--- config.mk ---
export PLATFORM = sky130hd
export DESIGN_NAME = mii_frame_tx
export DESIGN_NICKNAME = d
export VERILOG_FILES = /design/src/rtl/mii_tx_pkg.sv /design/src/rtl/mii_tx_crc.sv /design/src/rtl/mii_tx_fcs_sel.sv /design/src/rtl/mii_frame_tx.sv
export SDC_FILE = /design/constraint.sdc
export NUM_CORES = 1
export LEC_CHECK = 0
export BUFFER_PORTS_ARGS = -buffer_cell sky130_fd_sc_hd__buf_2
export CAP_MARGIN = 20
export CORE_UTILIZATION = 35
export DETAILED_ROUTE_END_ITERATION = 6
export SYNTH_ARGS = -nofsm -noshare
export SYNTH_HDL_FRONTEND = slang
export SYNTH_SLANG_ARGS = --single-unit
export TNS_END_PERCENT = 5
--- constraint.sdc ---
create_clock -name tx_clk -period 2.57 [get_ports tx_clk]
set_input_delay 0.3855 -clock tx_clk [delete_from_list [all_inputs] [get_ports tx_clk]]
set_output_delay 0.3855 -clock tx_clk [all_outputs]
set_load 0.02 [all_outputs]
--- src/rtl/mii_tx_pkg.sv ---
`timescale 1ns/1ps
package mii_tx_pkg;

    typedef enum logic [2:0] {
        ST_IDLE,
        ST_PREAM,
        ST_SFD,
        ST_DATA,
        ST_PAD,
        ST_FCS,
        ST_GAP
    } tx_state_t;

    localparam logic [31:0] CRC_POLY_REFL = 32'hEDB8_8320;
    localparam logic [31:0] CRC_SEED      = 32'hFFFF_FFFF;

    // One 4-bit step of the reflected CRC-32; bit 0 of the nibble is consumed first.
    function automatic logic [31:0] crc_step_nib(input logic [31:0] c_in, input logic [3:0] nib);
        logic [31:0] c;
        c = c_in ^ {28'd0, nib};
        for (int k = 0; k < 4; k++) begin
            c = c[0] ? ((c >> 1) ^ CRC_POLY_REFL) : (c >> 1);
        end
        return c;
    endfunction

endpackage

--- src/rtl/mii_tx_crc.sv ---
`timescale 1ns/1ps
module mii_tx_crc
    import mii_tx_pkg::*;
(
    input  logic        clk,
    input  logic        rst_n,
    input  logic        restart,
    input  logic        step,
    input  logic [3:0]  nib,
    output logic [31:0] crc
);

    always_ff @(posedge clk or negedge rst_n) begin
        if (!rst_n) begin
            crc <= CRC_SEED;
        end else if (restart) begin
            crc <= CRC_SEED;
        end else if (step) begin
            crc <= crc_step_nib(crc, nib);
        end
    end

endmodule

--- src/rtl/mii_tx_fcs_sel.sv ---
`timescale 1ns/1ps
module mii_tx_fcs_sel #(
    parameter int FCS_NIBS = 8
) (
    input  logic [31:0]                   crc,
    input  logic [$clog2(FCS_NIBS)-1:0]   idx,
    input  logic                          corrupt,
    output logic [3:0]                    nib
);

    localparam int IW = $clog2(FCS_NIBS);
    localparam int LAST_BYTE_FIRST_NIB = FCS_NIBS - 2;

    logic [31:0] fcs_word;
    logic [3:0]  picked;
    logic        in_last_byte;

    assign fcs_word     = ~crc;
    assign picked       = fcs_word[{idx, 2'b00} +: 4];
    assign in_last_byte = (idx >= IW'(LAST_BYTE_FIRST_NIB));
    assign nib          = picked ^ {4{corrupt & in_last_byte}};

endmodule

--- src/rtl/mii_frame_tx.sv ---
`timescale 1ns/1ps
module mii_frame_tx
    import mii_tx_pkg::*;
#(
    parameter int PRE_BYTES = 7,
    parameter int MIN_BYTES = 60,
    parameter int GAP_NIBS  = 24
) (
    input  logic       tx_clk,
    input  logic       rst_n,
    input  logic [7:0] in_data,
    input  logic       in_valid,
    input  logic       in_last,
    input  logic       in_abort,
    output logic       in_ready,
    output logic [3:0] txd,
    output logic       tx_en,
    output logic       tx_er
);

    localparam int FCS_NIBS = 8;
    localparam int PRE_NIBS = 2 * PRE_BYTES;
    localparam int TOP_A    = (PRE_NIBS > GAP_NIBS) ? PRE_NIBS : GAP_NIBS;
    localparam int CNT_TOP  = (TOP_A > FCS_NIBS) ? TOP_A : FCS_NIBS;
    localparam int CW       = $clog2(CNT_TOP + 1);
    localparam int BW       = $clog2(MIN_BYTES + 1);
    localparam int FW       = $clog2(FCS_NIBS);

    tx_state_t     state;
    logic [CW-1:0] cnt;
    logic          ph;
    logic [7:0]    cur_byte;
    logic          last_q;
    logic          err_q;
    logic [BW-1:0] bcnt;
    logic [BW:0]   bcnt_inc;

    logic [3:0]    data_nib;
    logic [31:0]   crc;
    logic [3:0]    fcs_nib;
    logic          crc_restart;
    logic          crc_step;

    assign bcnt_inc = {1'b0, bcnt} + 1'b1;
    assign data_nib = ph ? cur_byte[7:4] : cur_byte[3:0];
    assign tx_er    = 1'b0;

    // State register and frame datapath
    always_ff @(posedge tx_clk or negedge rst_n) begin
        if (!rst_n) begin
            state    <= ST_IDLE;
            cnt      <= '0;
            ph       <= 1'b0;
            cur_byte <= '0;
            last_q   <= 1'b0;
            err_q    <= 1'b0;
            bcnt     <= '0;
        end else begin
            unique case (state)
                ST_IDLE: begin
                    if (in_valid) begin
                        state <= ST_PREAM;
                        cnt   <= '0;
                        err_q <= 1'b0;
                    end
                end
                ST_PREAM: begin
                    err_q <= err_q | in_abort;
                    if (cnt == CW'(PRE_NIBS - 1)) begin
                        state <= ST_SFD;
                        cnt   <= '0;
                    end else begin
                        cnt <= cnt + 1'b1;
                    end
                end
                ST_SFD: begin
                    err_q <= err_q | in_abort;
                    if (cnt == '0) begin
                        cnt <= CW'(1);
                    end else begin
                        bcnt <= '0;
                        ph   <= 1'b0;
                        if (in_valid) begin
                            cur_byte <= in_data;
                            last_q   <= in_last;
                            state    <= ST_DATA;
                        end else begin
                            err_q <= 1'b1;
                            state <= ST_PAD;
                        end
                    end
                end
                ST_DATA: begin
                    err_q <= err_q | in_abort;
                    ph    <= ~ph;
                    if (ph) begin
                        bcnt <= (bcnt_inc > (BW+1)'(MIN_BYTES)) ? BW'(MIN_BYTES) : bcnt_inc[BW-1:0];
                        if (!last_q && in_valid) begin
                            cur_byte <= in_data;
                            last_q   <= in_last;
                        end else begin
                            if (!last_q) begin
                                err_q <= 1'b1;
                            end
                            cnt   <= '0;
                            state <= (bcnt_inc < (BW+1)'(MIN_BYTES)) ? ST_PAD : ST_FCS;
                        end
                    end
                end
                ST_PAD: begin
                    err_q <= err_q | in_abort;
                    ph    <= ~ph;
                    if (ph) begin
                        bcnt <= bcnt_inc[BW-1:0];
                        if (bcnt_inc >= (BW+1)'(MIN_BYTES)) begin
                            cnt   <= '0;
                            state <= ST_FCS;
                        end
                    end
                end
                ST_FCS: begin
                    if (cnt == CW'(FCS_NIBS - 1)) begin
                        cnt   <= '0;
                        state <= ST_GAP;
                    end else begin
                        cnt <= cnt + 1'b1;
                    end
                end
                ST_GAP: begin
                    if (cnt == CW'(GAP_NIBS - 1)) begin
                        cnt <= '0;
                        if (in_valid) begin
                            state <= ST_PREAM;
                            err_q <= 1'b0;
                        end else begin
                            state <= ST_IDLE;
                        end
                    end else begin
                        cnt <= cnt + 1'b1;
                    end
                end
            endcase
        end
    end

    assign crc_restart = (state == ST_SFD);
    assign crc_step    = (state == ST_DATA) || (state == ST_PAD);

    mii_tx_crc u_crc (
        .clk     (tx_clk),
        .rst_n   (rst_n),
        .restart (crc_restart),
        .step    (crc_step),
        .nib     ((state == ST_PAD) ? 4'h0 : data_nib),
        .crc     (crc)
    );

    mii_tx_fcs_sel #(.FCS_NIBS(FCS_NIBS)) u_fcs (
        .crc     (crc),
        .idx     (cnt[FW-1:0]),
        .corrupt (err_q),
        .nib     (fcs_nib)
    );

    // Output decode
    always_comb begin
        txd      = 4'h0;
        tx_en    = 1'b0;
        in_ready = 1'b0;
        unique case (state)
            ST_IDLE, ST_GAP: begin
                txd   = 4'h0;
                tx_en = 1'b0;
            end
            ST_PREAM: begin
                txd   = 4'h5;
                tx_en = 1'b1;
            end
            ST_SFD: begin
                txd      = (cnt == '0) ? 4'h5 : 4'hD;
                tx_en    = 1'b1;
                in_ready = (cnt != '0);
            end
            ST_DATA: begin
                txd      = data_nib;
                tx_en    = 1'b1;
                in_ready = ph & ~last_q;
            end
            ST_PAD: begin
                txd   = 4'h0;
                tx_en = 1'b1;
            end
            ST_FCS: begin
                txd   = fcs_nib;
                tx_en = 1'b1;
            end
        endcase
    end

    // Checks on the running design
    localparam int GW = $clog2(GAP_NIBS + 1);
    logic [GW-1:0] low_run;
    logic          seen_frame;

    always_ff @(posedge tx_clk or negedge rst_n) begin
        if (!rst_n) begin
            low_run    <= '0;
            seen_frame <= 1'b0;
        end else if (tx_en) begin
            low_run    <= '0;
            seen_frame <= 1'b1;
        end else if (low_run < GW'(GAP_NIBS)) begin
            low_run <= low_run + 1'b1;
        end
    end

    a_r11_quiet_line: assert property (@(posedge tx_clk) disable iff (!rst_n)
        !tx_en |-> (txd == 4'h0));

    a_r3_opens_with_preamble: assert property (@(posedge tx_clk) disable iff (!rst_n)
        $rose(tx_en) |-> (txd == 4'h5));

    a_r4_ready_inside_frame: assert property (@(posedge tx_clk) disable iff (!rst_n)
        in_ready |-> tx_en);

    a_r7_error_sticky: assert property (@(posedge tx_clk) disable iff (!rst_n)
        (err_q && (state inside {ST_PREAM, ST_SFD, ST_DATA, ST_PAD, ST_FCS})) |=> err_q);

    a_r6_fcs_closes_frame: assert property (@(posedge tx_clk) disable iff (!rst_n)
        ((state == ST_FCS) && (cnt == CW'(FCS_NIBS - 1))) |=> !tx_en);

    a_r10_min_gap: assert property (@(posedge tx_clk) disable iff (!rst_n)
        (tx_en && seen_frame && (low_run != '0)) |-> (low_run >= GW'(GAP_NIBS)));

endmodule

==> summary.txt <==
Layout
  – Final #Nets: ~500
  – Synthesis-to-layout area growth: 16.0%
  – Cell area after layout: 5030 um^2
  – Layout filler cell count: between 1000 and 1500
  – Post-route insts no fill: 650
  – # diodes: 0
  – Multi-input gate area: around 2700 um^2
  – Commonest non-fill, non-tap cells in the layout: nor2_1, nand2_1, dfstp_2
  – Register Area: between 1000 and 1500 um^2
  – Layout cells sized above 1: between 30% and 40%
  – Util after Layout: between 40% and 50%
  – Commonest non-fill, non-tap cell in the layout: nor2_1

GRT
  – Largest net degree at the start of global routing: 33
  – Vias in the first global route: about 3400
  – First-pass GRT wire length: ~18 mm
  – All-Layer GR Usage: 18.6%
  – Total grt overflow: 0
  – Initial antenna violation count: 0

Routing
  – Antenna-violating nets left: 0
  – Final WL: roughly 11 mm
  – Via Count: approximately 3500
  – # DRC: 0
  – Via-per-instance ratio: roughly 5.3
  – 1st-iter DRT viols: slightly above 200
  – 1st-pass router iterations: 5
  – WL/cell: 17.0 um

Yosys
  – Synth Instances: 449
  – Synthesized flop and latch total: 57
  – Post-synth top area share: roughly a fifth
  – Number of synthesized flops with an enable pin: 0
  – Sequential cell area fraction in the yosys report: 33.8%
  – Ys async rst share: 100%
  – Synthesis warning total: 0
  – Syn nets: around 470
  – Top FF cell, synth: dfstp_2
  – Synth top area cells: dfstp_2, dfrtp_1, xnor2_1
  – Mapped cell area: between 4000 and 5000 um^2
  – Synthesized area per cell: 9.66 um^2
  – Cell variety after synth: just under 70
  – Leading area contributor after synthesis: dfstp_2

Clock tree
  – H-tree depth: 3
  – Clock tree root driver cell: clkbuf_16
  – CTS tree: yes
  – Hold-fix buffers, CTS: 0
  – Worst skew pair latency: 0.34 ns
  – Clock Path Buffers: 2
  – CTS buffer count: 9
  – Clk slew on worst S/H paths: 0.05 ns
  – Sink Count: between 50 and 60

Timing
  – RSZ-0062 raised after global routing: yes
  – Final period utilization: a little over nine tenths
  – Hold slack: around 0.10 ns
  – Fin. Hold Viols: 0
  – Worst Max-Slew Pin Slew: around 0.69 ns
  – Max Clk Rate: between 400 and 500 MHz
  – Max transition margin: 54.2%
  – Period minus WS final: roughly 2.5 ns
  – Worst clock skew: ~0.010 ns
  – Final setup violation count: 0
  – Final slew viol count: 0

Die
  – Initial Util: a little over a third
  – Die height: around 110 um
  – I/O pins: 20
  – Placement Rows: 40
  – Die W: 113 um
  – Die ar.: around 13000 um^2
  – Core Box Area: 12100 um^2

Placement
  – Inst Count DP: 630
  – Hpwl dp: 8.07 mm
  – Port bufs: 18
  – GP Congestion: approximately 0.86
  – DP Area: 4690 um^2

Worst setup path
  – Worst R2R Path Depth: 7
  – Largest stage delay on the critical path: between 0.4 and 0.5 ns
  – WP data arrival: about 2.1 ns
  – Critical Path End: txd[1]
  – Worst Setup End Kind: output pin
  – Reg2reg setup slack: 0.33 ns
  – CP required: between 2 and 2.5 ns
  – Path type of the worst setup path: reg -> out
  – Crit-path max FO: 5
  – R2R Path Start: state[1]
  – CP max-delay cell: mux4_2
  – Crit start category: flip-flop
  – CP cell instances: buf_4 > mux4_2 > nor2_1 > a21oi_1 > o32a_1 > nor2_1 > buf_4
  – Reg-to-reg critical path endpoint: u_crc.crc[15]
  – Crit path from: cnt[1]

Job
  – Max cap viols: 0

Worst hold path
  – Min-delay worst type: in -> async

Run status
  – Status: completed
## registers in the layout, indices dropped and copies added, names as in the netlist
signal and count:
u_crc.crc 32, err_q 1, cnt 5, last_q 1, ph 1, bcnt 6, cur_byte 8, state 3
## synthesized netlist by cell type (6+ instances only)
cell type / n
a211oi_1: 6
a21oi_1: 30
a31oi_1: 7
buf_2: 16
clkbuf_1: 11
dfrtp_1: 25
dfstp_2: 32
ha_1: 6
inv_1: 8
mux2_2: 10
mux2i_1: 11
mux4_2: 8
nand2_1: 33
nand3_1: 13
nor2_1: 55
nor3_1: 8
o21ai_0: 27
o22ai_1: 6
xnor2_1: 30
xnor3_1: 6
xor2_1: 21
## repair_timing
item | CTS | global route
gates resized for setup | 2 | 5
setup buffers | 0 | 4
pin swaps | 0 | 4
endpoints found under the setup margin | 4 | 4
## worst max-delay path, delay by kind of cell, from the launching register on
family,cells,cell delay [ns]
AO/OA/AOI/OAI,2,0.36
buffers and inverters,2,0.29
flip-flops,1,0.40
multiplexers,1,0.48
AND/OR/NAND/NOR,2,0.25
## metrics by stage
| stage | setup slack (ns) | setup TNS [ns] |
|---|---|---|
| floorplan | 0.101 | 0 |
| global placement | 0.320 | 0 |
| detailed placement | 0.291 | 0 |
| CTS | 0.0124 | 0 |
| global route | -0.0321 | -0.0354 |
| finish | 0.0725 | 0 |
## kinds of logic after synthesis
| group | synth area share [%] |
|---|---|
| xor+xnor | 18.1 |
| compound gates | 16.9 |
| other cells | 0.0864 |
| flops | 33.8 |
| buf+inv | 4.44 |
| mux | 10.3 |
| fa+ha+maj | 1.73 |
| simple gates | 14.7 |
## cell type report
| class | count | share of cell area [%] |
|---|---|---|
| Clock buffer | 12 | 5.32 |
| Clock inverter | 4 | 0.472 |
| Inverter | 9 | 0.671 |
| Multi-Input combinational cell | 351 | 53.4 |
| Sequential cell | 57 | 29.2 |
| Tap cell | 168 | 4.18 |
| Timing Repair Buffer | 49 | 6.79 |
## layer usage
metal | GRT usage, % | vias up | part of all wire (%)
met5 | 0 | - | 0
met4 | 7.28 | 0 | 2.3
met3 | 3.48 | 19 | 4.3
met2 | 30.1 | 87 | 48
met1 | 24.6 | 1706 | 46
li1 | - | 1650 | -
## worst min-delay path by stage
stage / startpoint / end / slack, ns / depth (start not counted)
floorplan: rst_n / bcnt[0] / 0.09 / 0
detailed placement: rst_n / cur_byte[6] / 0.46 / 1
global route: rst_n / cur_byte[4] / 0.14 / 1
global placement: rst_n / cur_byte[4] / 0.45 / 1
CTS: rst_n / cur_byte[4] / 0.11 / 1
finish: rst_n / cur_byte[4] / 0.10 / 1
Power is not shown: default switching activity piles up to over one toggle a cycle in this logic, so the estimate is an artifact.
